===== config.mk =====
export PLATFORM = sky130hd
export DESIGN_NAME = galu_core
export DESIGN_NICKNAME = d
export VERILOG_FILES = /design/src/rtl/galu_pkg.sv /design/src/rtl/galu_opdec.sv /design/src/rtl/galu_regfile.sv /design/src/rtl/galu_ripple.sv /design/src/rtl/galu_core.sv
export SDC_FILE = /design/constraint.sdc
export NUM_CORES = 1
export LEC_CHECK = 0
export BUFFER_PORTS_ARGS = -buffer_cell sky130_fd_sc_hd__buf_2
export CORE_ASPECT_RATIO = 1.1
export CORE_MARGIN = 1.5
export CORE_UTILIZATION = 59
export CTS_CLUSTER_DIAMETER = 60
export DETAILED_ROUTE_END_ITERATION = 7
export HOLD_SLACK_MARGIN = 0.08
export PLACE_DENSITY = 0.91
export SLEW_MARGIN = 30
export SYNTH_ARGS = -nofsm -noshare
export SYNTH_HDL_FRONTEND = slang
export SYNTH_SLANG_ARGS = --single-unit

===== constraint.sdc =====
create_clock -name clk -period 5.8 [get_ports clk]
set_clock_uncertainty 0.05 [all_clocks]
set_input_delay 0.29 -clock clk [delete_from_list [all_inputs] [get_ports clk]]
set_output_delay 0.29 -clock clk [all_outputs]
set_load 0.05 [all_outputs]

===== src/rtl/galu_pkg.sv =====
// Package: shared opcode encoding and structural counts for the gated ALU.
// Assumes a fixed four-register file addressed by 2-bit fields.
package galu_pkg;
    localparam int NUM_REGS  = 4;
    localparam int SEL_W     = 2;
    localparam int NUM_UNITS = 4;

    typedef enum logic [1:0] {
        OP_AND = 2'b00,
        OP_OR  = 2'b01,
        OP_ADD = 2'b10,
        OP_SUB = 2'b11
    } alu_op_e;
endpackage


===== src/rtl/galu_opdec.sv =====
// Module: one-hot opcode decoder. Each output term is computed once and
// shared by every gate that needs to know whether its unit is selected.
// Assumes the opcode is a defined 2-bit value.
module galu_opdec
    import galu_pkg::*;
(
    input  logic [SEL_W-1:0]     op,
    output logic [NUM_UNITS-1:0] op_hot
);
    // Each select term is the product of the opcode bits in true or complement form.
    for (genvar k = 0; k < NUM_UNITS; k++) begin : g_term
        localparam logic [SEL_W-1:0] CODE = SEL_W'(k);
        logic [SEL_W-1:0] lit;
        for (genvar b = 0; b < SEL_W; b++) begin : g_lit
            assign lit[b] = CODE[b] ? op[b] : ~op[b];
        end
        assign op_hot[k] = &lit;
    end
endmodule


===== src/rtl/galu_regfile.sv =====
// Module: four-entry register file with two AND-OR read networks and one
// write port. Synchronous active-low reset clears every entry.
// Assumes at most one write per clock edge.
module galu_regfile
    import galu_pkg::*;
#(
    parameter int W = 8
) (
    input  logic             clk,
    input  logic             rst_n,
    input  logic             we,
    input  logic [SEL_W-1:0] wsel,
    input  logic [W-1:0]     wdata,
    input  logic [SEL_W-1:0] rsel_a,
    input  logic [SEL_W-1:0] rsel_b,
    output logic [W-1:0]     rdata_a,
    output logic [W-1:0]     rdata_b
);
    logic [W-1:0]          regs [NUM_REGS];
    logic [NUM_REGS*W-1:0] regs_flat;

    // Storage update: reset clears, otherwise the addressed entry takes wdata.
    always_ff @(posedge clk) begin
        for (int k = 0; k < NUM_REGS; k++) begin
            if (!rst_n)
                regs[k] <= '0;
            else if (we && (wsel == SEL_W'(k)))
                regs[k] <= wdata;
        end
    end

    // Read networks: OR of each entry masked by its decoded select term.
    always_comb begin
        rdata_a = '0;
        rdata_b = '0;
        for (int k = 0; k < NUM_REGS; k++) begin
            rdata_a = rdata_a | (regs[k] & {W{rsel_a == SEL_W'(k)}});
            rdata_b = rdata_b | (regs[k] & {W{rsel_b == SEL_W'(k)}});
        end
    end

    // Flattened copy of the storage for the stability check.
    always_comb begin
        for (int k = 0; k < NUM_REGS; k++)
            regs_flat[k*W +: W] = regs[k];
    end

    // a write lands in the addressed entry.
    a_r6_write_lands: assert property (@(posedge clk) disable iff (!rst_n)
        we |=> (regs[$past(wsel)] == $past(wdata)));

    // without a write the storage holds.
    a_r7_hold: assert property (@(posedge clk) disable iff (!rst_n)
        !we |=> $stable(regs_flat));
endmodule


===== src/rtl/galu_ripple.sv =====
// Module: ripple-carry adder. Bit 0 sums the operand bits with the carry in,
// and each higher bit adds in the carry produced by the bits below it.
// Assumes nothing about its inputs; all zero inputs give a quiet output.
module galu_ripple #(
    parameter int W = 8
) (
    input  logic [W-1:0] a,
    input  logic [W-1:0] b,
    input  logic         cin,
    output logic [W-1:0] sum,
    output logic         cout
);
    logic [W:0] c;
    assign c[0] = cin;

    // One full-adder cell per bit position.
    for (genvar i = 0; i < W; i++) begin : g_bit
        assign sum[i] = a[i] ^ b[i] ^ c[i];
        assign c[i+1] = (a[i] & b[i]) | (c[i] & (a[i] ^ b[i]));
    end

    assign cout = c[W];
endmodule


===== src/rtl/galu_core.sv =====
// Module: top of the gated ALU. Reads two registers, feeds them only to the
// unit named by the opcode, merges masked unit outputs through an AND-OR
// network, and writes back either the result or an external load value.
// Assumes all control inputs are driven to known values out of reset.
module galu_core
    import galu_pkg::*;
#(
    parameter int W = 8
) (
    input  logic                 clk,
    input  logic                 rst_n,
    input  logic                 wr_en,
    input  logic                 ld_en,
    input  logic [W-1:0]         ld_data,
    input  logic [1:0]           opcode,
    input  logic [1:0]           src_a,
    input  logic [1:0]           src_b,
    input  logic [1:0]           dst,
    output logic [W-1:0]         result,
    output logic                 carry_out,
    output logic                 borrow_out,
    output logic [NUM_UNITS-1:0] unit_act
);
    localparam int U_AND = int'(OP_AND);
    localparam int U_OR  = int'(OP_OR);
    localparam int U_ADD = int'(OP_ADD);
    localparam int U_SUB = int'(OP_SUB);

    logic [W-1:0]         rd_a, rd_b;
    logic [NUM_UNITS-1:0] op_hot;
    logic [W-1:0]         umask [NUM_UNITS];
    logic [W-1:0]         ga    [NUM_UNITS];
    logic [W-1:0]         gb    [NUM_UNITS];
    logic [W-1:0]         ures  [NUM_UNITS];
    logic [W-1:0]         add_sum, sub_sum, sub_nb;
    logic                 add_co, sub_co;
    logic                 rf_we;
    logic [W-1:0]         rf_wdata;

    galu_regfile #(.W(W)) u_regs (
        .clk     (clk),
        .rst_n   (rst_n),
        .we      (rf_we),
        .wsel    (dst),
        .wdata   (rf_wdata),
        .rsel_a  (src_a),
        .rsel_b  (src_b),
        .rdata_a (rd_a),
        .rdata_b (rd_b)
    );

    galu_opdec u_dec (
        .op     (opcode),
        .op_hot (op_hot)
    );

    // Operand isolation: every unit gets its inputs ANDed with its own select term.
    for (genvar k = 0; k < NUM_UNITS; k++) begin : g_gate
        assign umask[k]    = {W{op_hot[k]}};
        assign ga[k]       = rd_a & umask[k];
        assign gb[k]       = rd_b & umask[k];
        assign unit_act[k] = |(ga[k] | gb[k]);
    end

    // Logic units act bitwise on the whole word and are masked again at the output.
    assign ures[U_AND] = (ga[U_AND] & gb[U_AND]) & umask[U_AND];
    assign ures[U_OR]  = (ga[U_OR]  | gb[U_OR])  & umask[U_OR];

    galu_ripple #(.W(W)) u_add (
        .a    (ga[U_ADD]),
        .b    (gb[U_ADD]),
        .cin  (1'b0),
        .sum  (add_sum),
        .cout (add_co)
    );
    assign ures[U_ADD] = add_sum & umask[U_ADD];

    // Subtraction as left plus inverted right plus one; inversion kept behind the gate.
    assign sub_nb = ~gb[U_SUB] & umask[U_SUB];
    galu_ripple #(.W(W)) u_sub (
        .a    (ga[U_SUB]),
        .b    (sub_nb),
        .cin  (op_hot[U_SUB]),
        .sum  (sub_sum),
        .cout (sub_co)
    );
    assign ures[U_SUB] = sub_sum & umask[U_SUB];

    // Result selection: OR of all masked unit outputs.
    always_comb begin
        result = '0;
        for (int k = 0; k < NUM_UNITS; k++)
            result = result | ures[k];
    end

    assign carry_out  = add_co & op_hot[U_ADD];
    assign borrow_out = ~sub_co & op_hot[U_SUB];

    // Write-back source: external load wins over the ALU result.
    assign rf_we    = wr_en | ld_en;
    assign rf_wdata = ld_en ? ld_data : result;

    // at most one unit sees nonzero operands.
    a_r3_single_active: assert property (@(posedge clk) disable iff (!rst_n)
        $onehot0(unit_act));

    // an active unit is always the one the opcode names.
    a_r3_active_is_selected: assert property (@(posedge clk) disable iff (!rst_n)
        (unit_act != '0) |-> unit_act[opcode]);

    // addition matches a wide reference sum of the read ports.
    a_r4_add_carry: assert property (@(posedge clk) disable iff (!rst_n)
        (opcode == OP_ADD) |-> ({carry_out, result} == ({1'b0, rd_a} + {1'b0, rd_b})));

    // subtraction result and borrow match an unsigned compare.
    a_r5_sub_borrow: assert property (@(posedge clk) disable iff (!rst_n)
        (opcode == OP_SUB) |-> ((borrow_out == (rd_a < rd_b)) && (result == W'(rd_a - rd_b))));

    // logic operations raise neither flag.
    a_r1_logic_no_flags: assert property (@(posedge clk) disable iff (!rst_n)
        (opcode[1] == 1'b0) |-> (!carry_out && !borrow_out));
endmodule


==> tab_implementation.tex <==
\begin{tabular}{lr}
\hline
Metric & Value \\
\hline
\multicolumn{2}{l}{\textbf{Run}} \\
\quad Number of max-cap violations & 0 \\
\multicolumn{2}{l}{\textbf{Detailed routing}} \\
\quad Initial drt markers & around 220 \\
\quad Wirelength, routed & between 6 and 7 mm \\
\quad DRC violation count after routing & 0 \\
\quad Vias per Instance & 6.286 \\
\quad Number of nets with antenna violations after detailed routing & 0 \\
\quad Average wire length per cell after detail routing & slightly below 20 um \\
\quad Routed vias & about 2100 \\
\quad TritonRoute pass-1 iters & 4 \\
\multicolumn{2}{l}{\textbf{Placement}} \\
\quad HPWL after DPL & about 5.3 mm \\
\quad Placed instance count & approximately 330 \\
\quad Gp weighted congestion & just under 0.9 \\
\quad Count of buffers inserted at the top-level ports & 33 \\
\multicolumn{2}{l}{\textbf{STA}} \\
\quad Final setup viols & 0 \\
\quad Max Clock Freq & roughly 0.18 GHz \\
\quad Ratio of final minimum period to clock period & a little under 100\% \\
\quad Count of final hold-check violations & 0 \\
\quad Total Neg Setup Slack & 0 ns \\
\quad Slew Viols, Final & 0 \\
\quad Worst relative slew slack & 32.83\% \\
\quad Slew at the pin with the worst max-slew slack & about 1 ns \\
\quad Clock period minus worst slack & roughly 5.6 ns \\
\quad Setup repair after global routing missed its margin & no \\
\multicolumn{2}{l}{\textbf{Die}} \\
\quad Die extent in y & $\sim$75 um \\
\quad Floorplan Core Area & roughly 0.0044 mm2 \\
\quad Area enclosed by the die boundary & 0.005124 mm2 \\
\quad I/O pins & 34 \\
\quad Initial Utilization & roughly 63\% \\
\quad Placement row count & 25 \\
\quad Horiz. Die Dim & roughly 70 um \\
\multicolumn{2}{l}{\textbf{Synth}} \\
\quad Sequential-to-total area share from yosys stat & roughly a third \\
\quad Async set or reset register ratio after synthesis & 0\% \\
\quad Synth Cell Area & about 0.0028 mm2 \\
\quad Yosys warnings & 0 \\
\quad Most instantiated flip-flop cell in the synthesis netlist & sky130\_fd\_sc\_hd\_\_edfxtp\_1 \\
\quad Number of register bits inferred by synthesis & 32 \\
\quad Number of enable flip-flop cells after synthesis & 32 \\
\quad Synthesized Nets & 292 \\
\quad Post-synthesis instance total & 248 \\
\quad Post-synthesis cell type count & 37 \\
\quad Synthesized area per cell & between 10 and 15 um2 \\
\multicolumn{2}{l}{\textbf{GRT}} \\
\quad Global Route Usage Sum & 28.68\% \\
\quad Maximum number of pins on one net before global-route repair & 26 \\
\quad Overflow left after global routing & 0 \\
\quad Antenna violations before repair & 0 \\
\quad First-pass GRT wire length & between 10 and 15 mm \\
\quad Via count of the first global-routing pass & 2088 \\
\multicolumn{2}{l}{\textbf{Worst setup path}} \\
\quad Worst path most repeated cell & sky130\_fd\_sc\_hd\_\_fa\_1 \\
\quad Critical-path maximum fanout & 4 \\
\quad Kind of cell with the highest combined delay on the critical path & adder cells \\
\quad Crit path cell chain & mux4\_2, nand2\_1, inv\_1, ha\_1, inv\_1, fa\_1, fa\_1, fa\_2, fa\_1, fa\_1, fa\_1, fa\_1, or2\_2, nand2\_1, mux2\_2, buf\_4 \\
\quad Critical-path cell with the highest stage delay & sky130\_fd\_sc\_hd\_\_fa\_1 \\
\quad Element type at the critical path start & flop \\
\quad Arrival @ worst endpoint & between 5 and 6 ns \\
\quad Critical Path End Type & output port \\
\quad Worst Setup Path Type & flop to output port \\
\quad Max stage delay on crit path & just under 0.5 ns \\
\quad CP required & 5.46 ns \\
\quad Buffers plus inverters on the worst setup path & 3 \\
\multicolumn{2}{l}{\textbf{Clock network}} \\
\quad Hold\_buf cts & 0 \\
\quad Total clock buffers created by CTS & 5 \\
\quad H-tree lvl count & 2 \\
\quad Setup Buffers After CTS & 0 \\
\quad Clock Root Buffer & sky130\_fd\_sc\_hd\_\_clkbuf\_8 \\
\quad Total clock sinks & 32 \\
\quad Reg clk slew, reported paths & $\sim$0.060 ns \\
\quad Worst skew pair latency & roughly 0.29 ns \\
\quad TritonCTS clock tree & done \\
\quad Bufs on Longest Clock Path & 2 \\
\multicolumn{2}{l}{\textbf{Status}} \\
\quad Status & finished, final reports clean \\
\multicolumn{2}{l}{\textbf{Cells and area}} \\
\quad Max FFs per register & 32 \\
\quad Share of final-layout standard cells stronger than drive strength 1 & between 30\% and 40\% \\
\quad Register with the most flip-flops & u\_regs.regs \\
\quad Area overhead of the layout relative to synthesis & 10.50\% \\
\quad Number of antenna repair diodes & 0 \\
\quad Layout Nets & 329 \\
\quad Final std cells w/o fill & 339 \\
\quad Biggest registers after layout & u\_regs.regs x32 \\
\multicolumn{2}{l}{\textbf{Pwr}} \\
\quad Max VDD drop & around 0.21 mV \\
\quad Power density over the cells & approximately 210 mW/mm2 \\
\quad Leakage power & roughly 0.0012 uW \\
\multicolumn{2}{l}{\textbf{Hold path}} \\
\quad Worst hold path class & input pin to flop \\
\hline
\end{tabular}
[layer usage]
layer  wire length [um]  track usage (%)
met1               2407            34.64
met4                261            16.89
met2               3469            48.40
met3                416            4.484
met5                  0                0
[tightest hold or removal path, stage by stage]
cell and delay (ns):
sky130_fd_sc_hd__buf_2 0.08, sky130_fd_sc_hd__a221oi_2 0.09, sky130_fd_sc_hd__nor2_1 0.09
[power breakdown]
part           switching (uW)  internal (uW)
combinational             133           76.9
sequential               8.72            271
clock                    73.7           81.2
total                     215            429
[cell usage in the layout, fill, tap and decap left out, types with 3 or more instances in the layout]
cell type | synthesis | final
sky130_fd_sc_hd__nand2_1 | 45 | 45
sky130_fd_sc_hd__nor2_1 | 42 | 42
sky130_fd_sc_hd__buf_2 | 0 | 32
sky130_fd_sc_hd__edfxtp_1 | 32 | 32
sky130_fd_sc_hd__mux4_2 | 12 | 12
sky130_fd_sc_hd__fa_1 | 14 | 11
sky130_fd_sc_hd__buf_4 | 1 | 11
sky130_fd_sc_hd__ha_1 | 10 | 10
sky130_fd_sc_hd__maj3_2 | 8 | 8
sky130_fd_sc_hd__inv_1 | 6 | 6
sky130_fd_sc_hd__and2_1 | 5 | 5
sky130_fd_sc_hd__nand2b_1 | 5 | 5
sky130_fd_sc_hd__a21oi_1 | 5 | 5
sky130_fd_sc_hd__nor2b_1 | 5 | 5
sky130_fd_sc_hd__clkbuf_8 | 2 | 5
sky130_fd_sc_hd__mux4_1 | 4 | 4
sky130_fd_sc_hd__mux2i_1 | 4 | 4
sky130_fd_sc_hd__or2_2 | 4 | 4
sky130_fd_sc_hd__nor4_1 | 4 | 4
sky130_fd_sc_hd__a2bb2oi_2 | 4 | 4
sky130_fd_sc_hd__a211oi_1 | 4 | 4
sky130_fd_sc_hd__a221oi_2 | 4 | 4
sky130_fd_sc_hd__mux2_2 | 3 | 3
sky130_fd_sc_hd__fa_2 | 0 | 3
[final timing paths]
| check | start | end | slack, ns | cells past startpoint |
|---|---|---|---|---|
| worst max-delay path | u_regs.regs[0][0] | result[7] | 0.22 | 16 |
| worst max register to register | u_regs.regs[0][0] | u_regs.regs[1][7] | 0.45 | 16 |
| worst min register to register | u_regs.regs[0][5] | u_regs.regs[1][5] | 1.09 | 4 |
| worst min-delay path | ld_data[2] | u_regs.regs[0][2] | 0.33 | 3 |
[logic make-up after synthesis]
| group | count (synthesis) | share of synthesized area (%) |
|---|---|---|
| flops | 32 | 34.63 |
| fa+ha+maj | 32 | 17.85 |
| mux | 23 | 16.19 |
| simple gates | 120 | 19.25 |
| compound gates | 22 | 7.530 |
| buf+inv | 19 | 4.553 |
[synth_stat cells (2+ instances only)]
| cell | n | area (um2) |
|---|---|---|
| sky130_fd_sc_hd__mux4_1 | 4 | 105.1 |
| sky130_fd_sc_hd__nand4_1 | 2 | 12.51 |
| sky130_fd_sc_hd__ha_1 | 10 | 125.1 |
| sky130_fd_sc_hd__clkbuf_8 | 2 | 27.53 |
| sky130_fd_sc_hd__nand2b_1 | 5 | 31.28 |
| sky130_fd_sc_hd__a211oi_1 | 4 | 30.03 |
| sky130_fd_sc_hd__mux2_2 | 3 | 33.78 |
| sky130_fd_sc_hd__clkbuf_1 | 4 | 15.01 |
| sky130_fd_sc_hd__or2_2 | 4 | 25.02 |
| sky130_fd_sc_hd__nor3_1 | 2 | 10.01 |
| sky130_fd_sc_hd__buf_6 | 4 | 45.04 |
| sky130_fd_sc_hd__nor2b_1 | 5 | 31.28 |
| sky130_fd_sc_hd__maj3_2 | 8 | 90.09 |
| sky130_fd_sc_hd__a221oi_2 | 4 | 60.06 |
| sky130_fd_sc_hd__nand2_1 | 45 | 168.9 |
| sky130_fd_sc_hd__fa_1 | 14 | 280.3 |
| sky130_fd_sc_hd__mux4_2 | 12 | 270.3 |
| sky130_fd_sc_hd__a2bb2oi_2 | 4 | 60.06 |
| sky130_fd_sc_hd__mux2i_1 | 4 | 40.04 |
| sky130_fd_sc_hd__nand3_1 | 2 | 10.01 |
| sky130_fd_sc_hd__and2_1 | 5 | 31.28 |
| sky130_fd_sc_hd__edfxtp_1 | 32 | 960.9 |
| sky130_fd_sc_hd__nor4_1 | 4 | 25.02 |
| sky130_fd_sc_hd__o21ai_0 | 2 | 10.01 |
| sky130_fd_sc_hd__inv_1 | 6 | 22.52 |
| sky130_fd_sc_hd__a21oi_1 | 5 | 25.02 |
| sky130_fd_sc_hd__nor2_1 | 42 | 157.7 |
[area by class of cell]
cell class | instances | area (um2)
multi-input combinational | 197 | 1695
fill | 302 | 1344
sequential | 32 | 960.9
timing repair buffer | 43 | 242.7
clock buffer | 6 | 72.57
tap | 54 | 67.56
inverter | 6 | 22.52
clock inverter | 1 | 5.005
[what timing repair did]
action	4_1_cts	5_1_grt
setup endpoints to repair	0	1
gates resized for setup	0	5
hold endpoints to repair	0	0
[stage by stage]
step,hold slack [ns],power [uW],worst slack [ns],cell area (um2),util (%)
6_report,0.3344,644.6,0.2188,3067,69.53
5_1_grt,0.3613,669.0,0.04365,3067,69.53
4_1_cts,0.3362,642.7,0.1123,3057,69.31
3_5_place_dp,0.6326,491.4,0.2847,2979,67.55
3_3_place_gp,0.6239,480.6,0.3609,2979,67.55
2_1_floorplan,0.4889,437.9,0.03596,2775,-
Note: power is estimated with default switching activity, not from simulation.
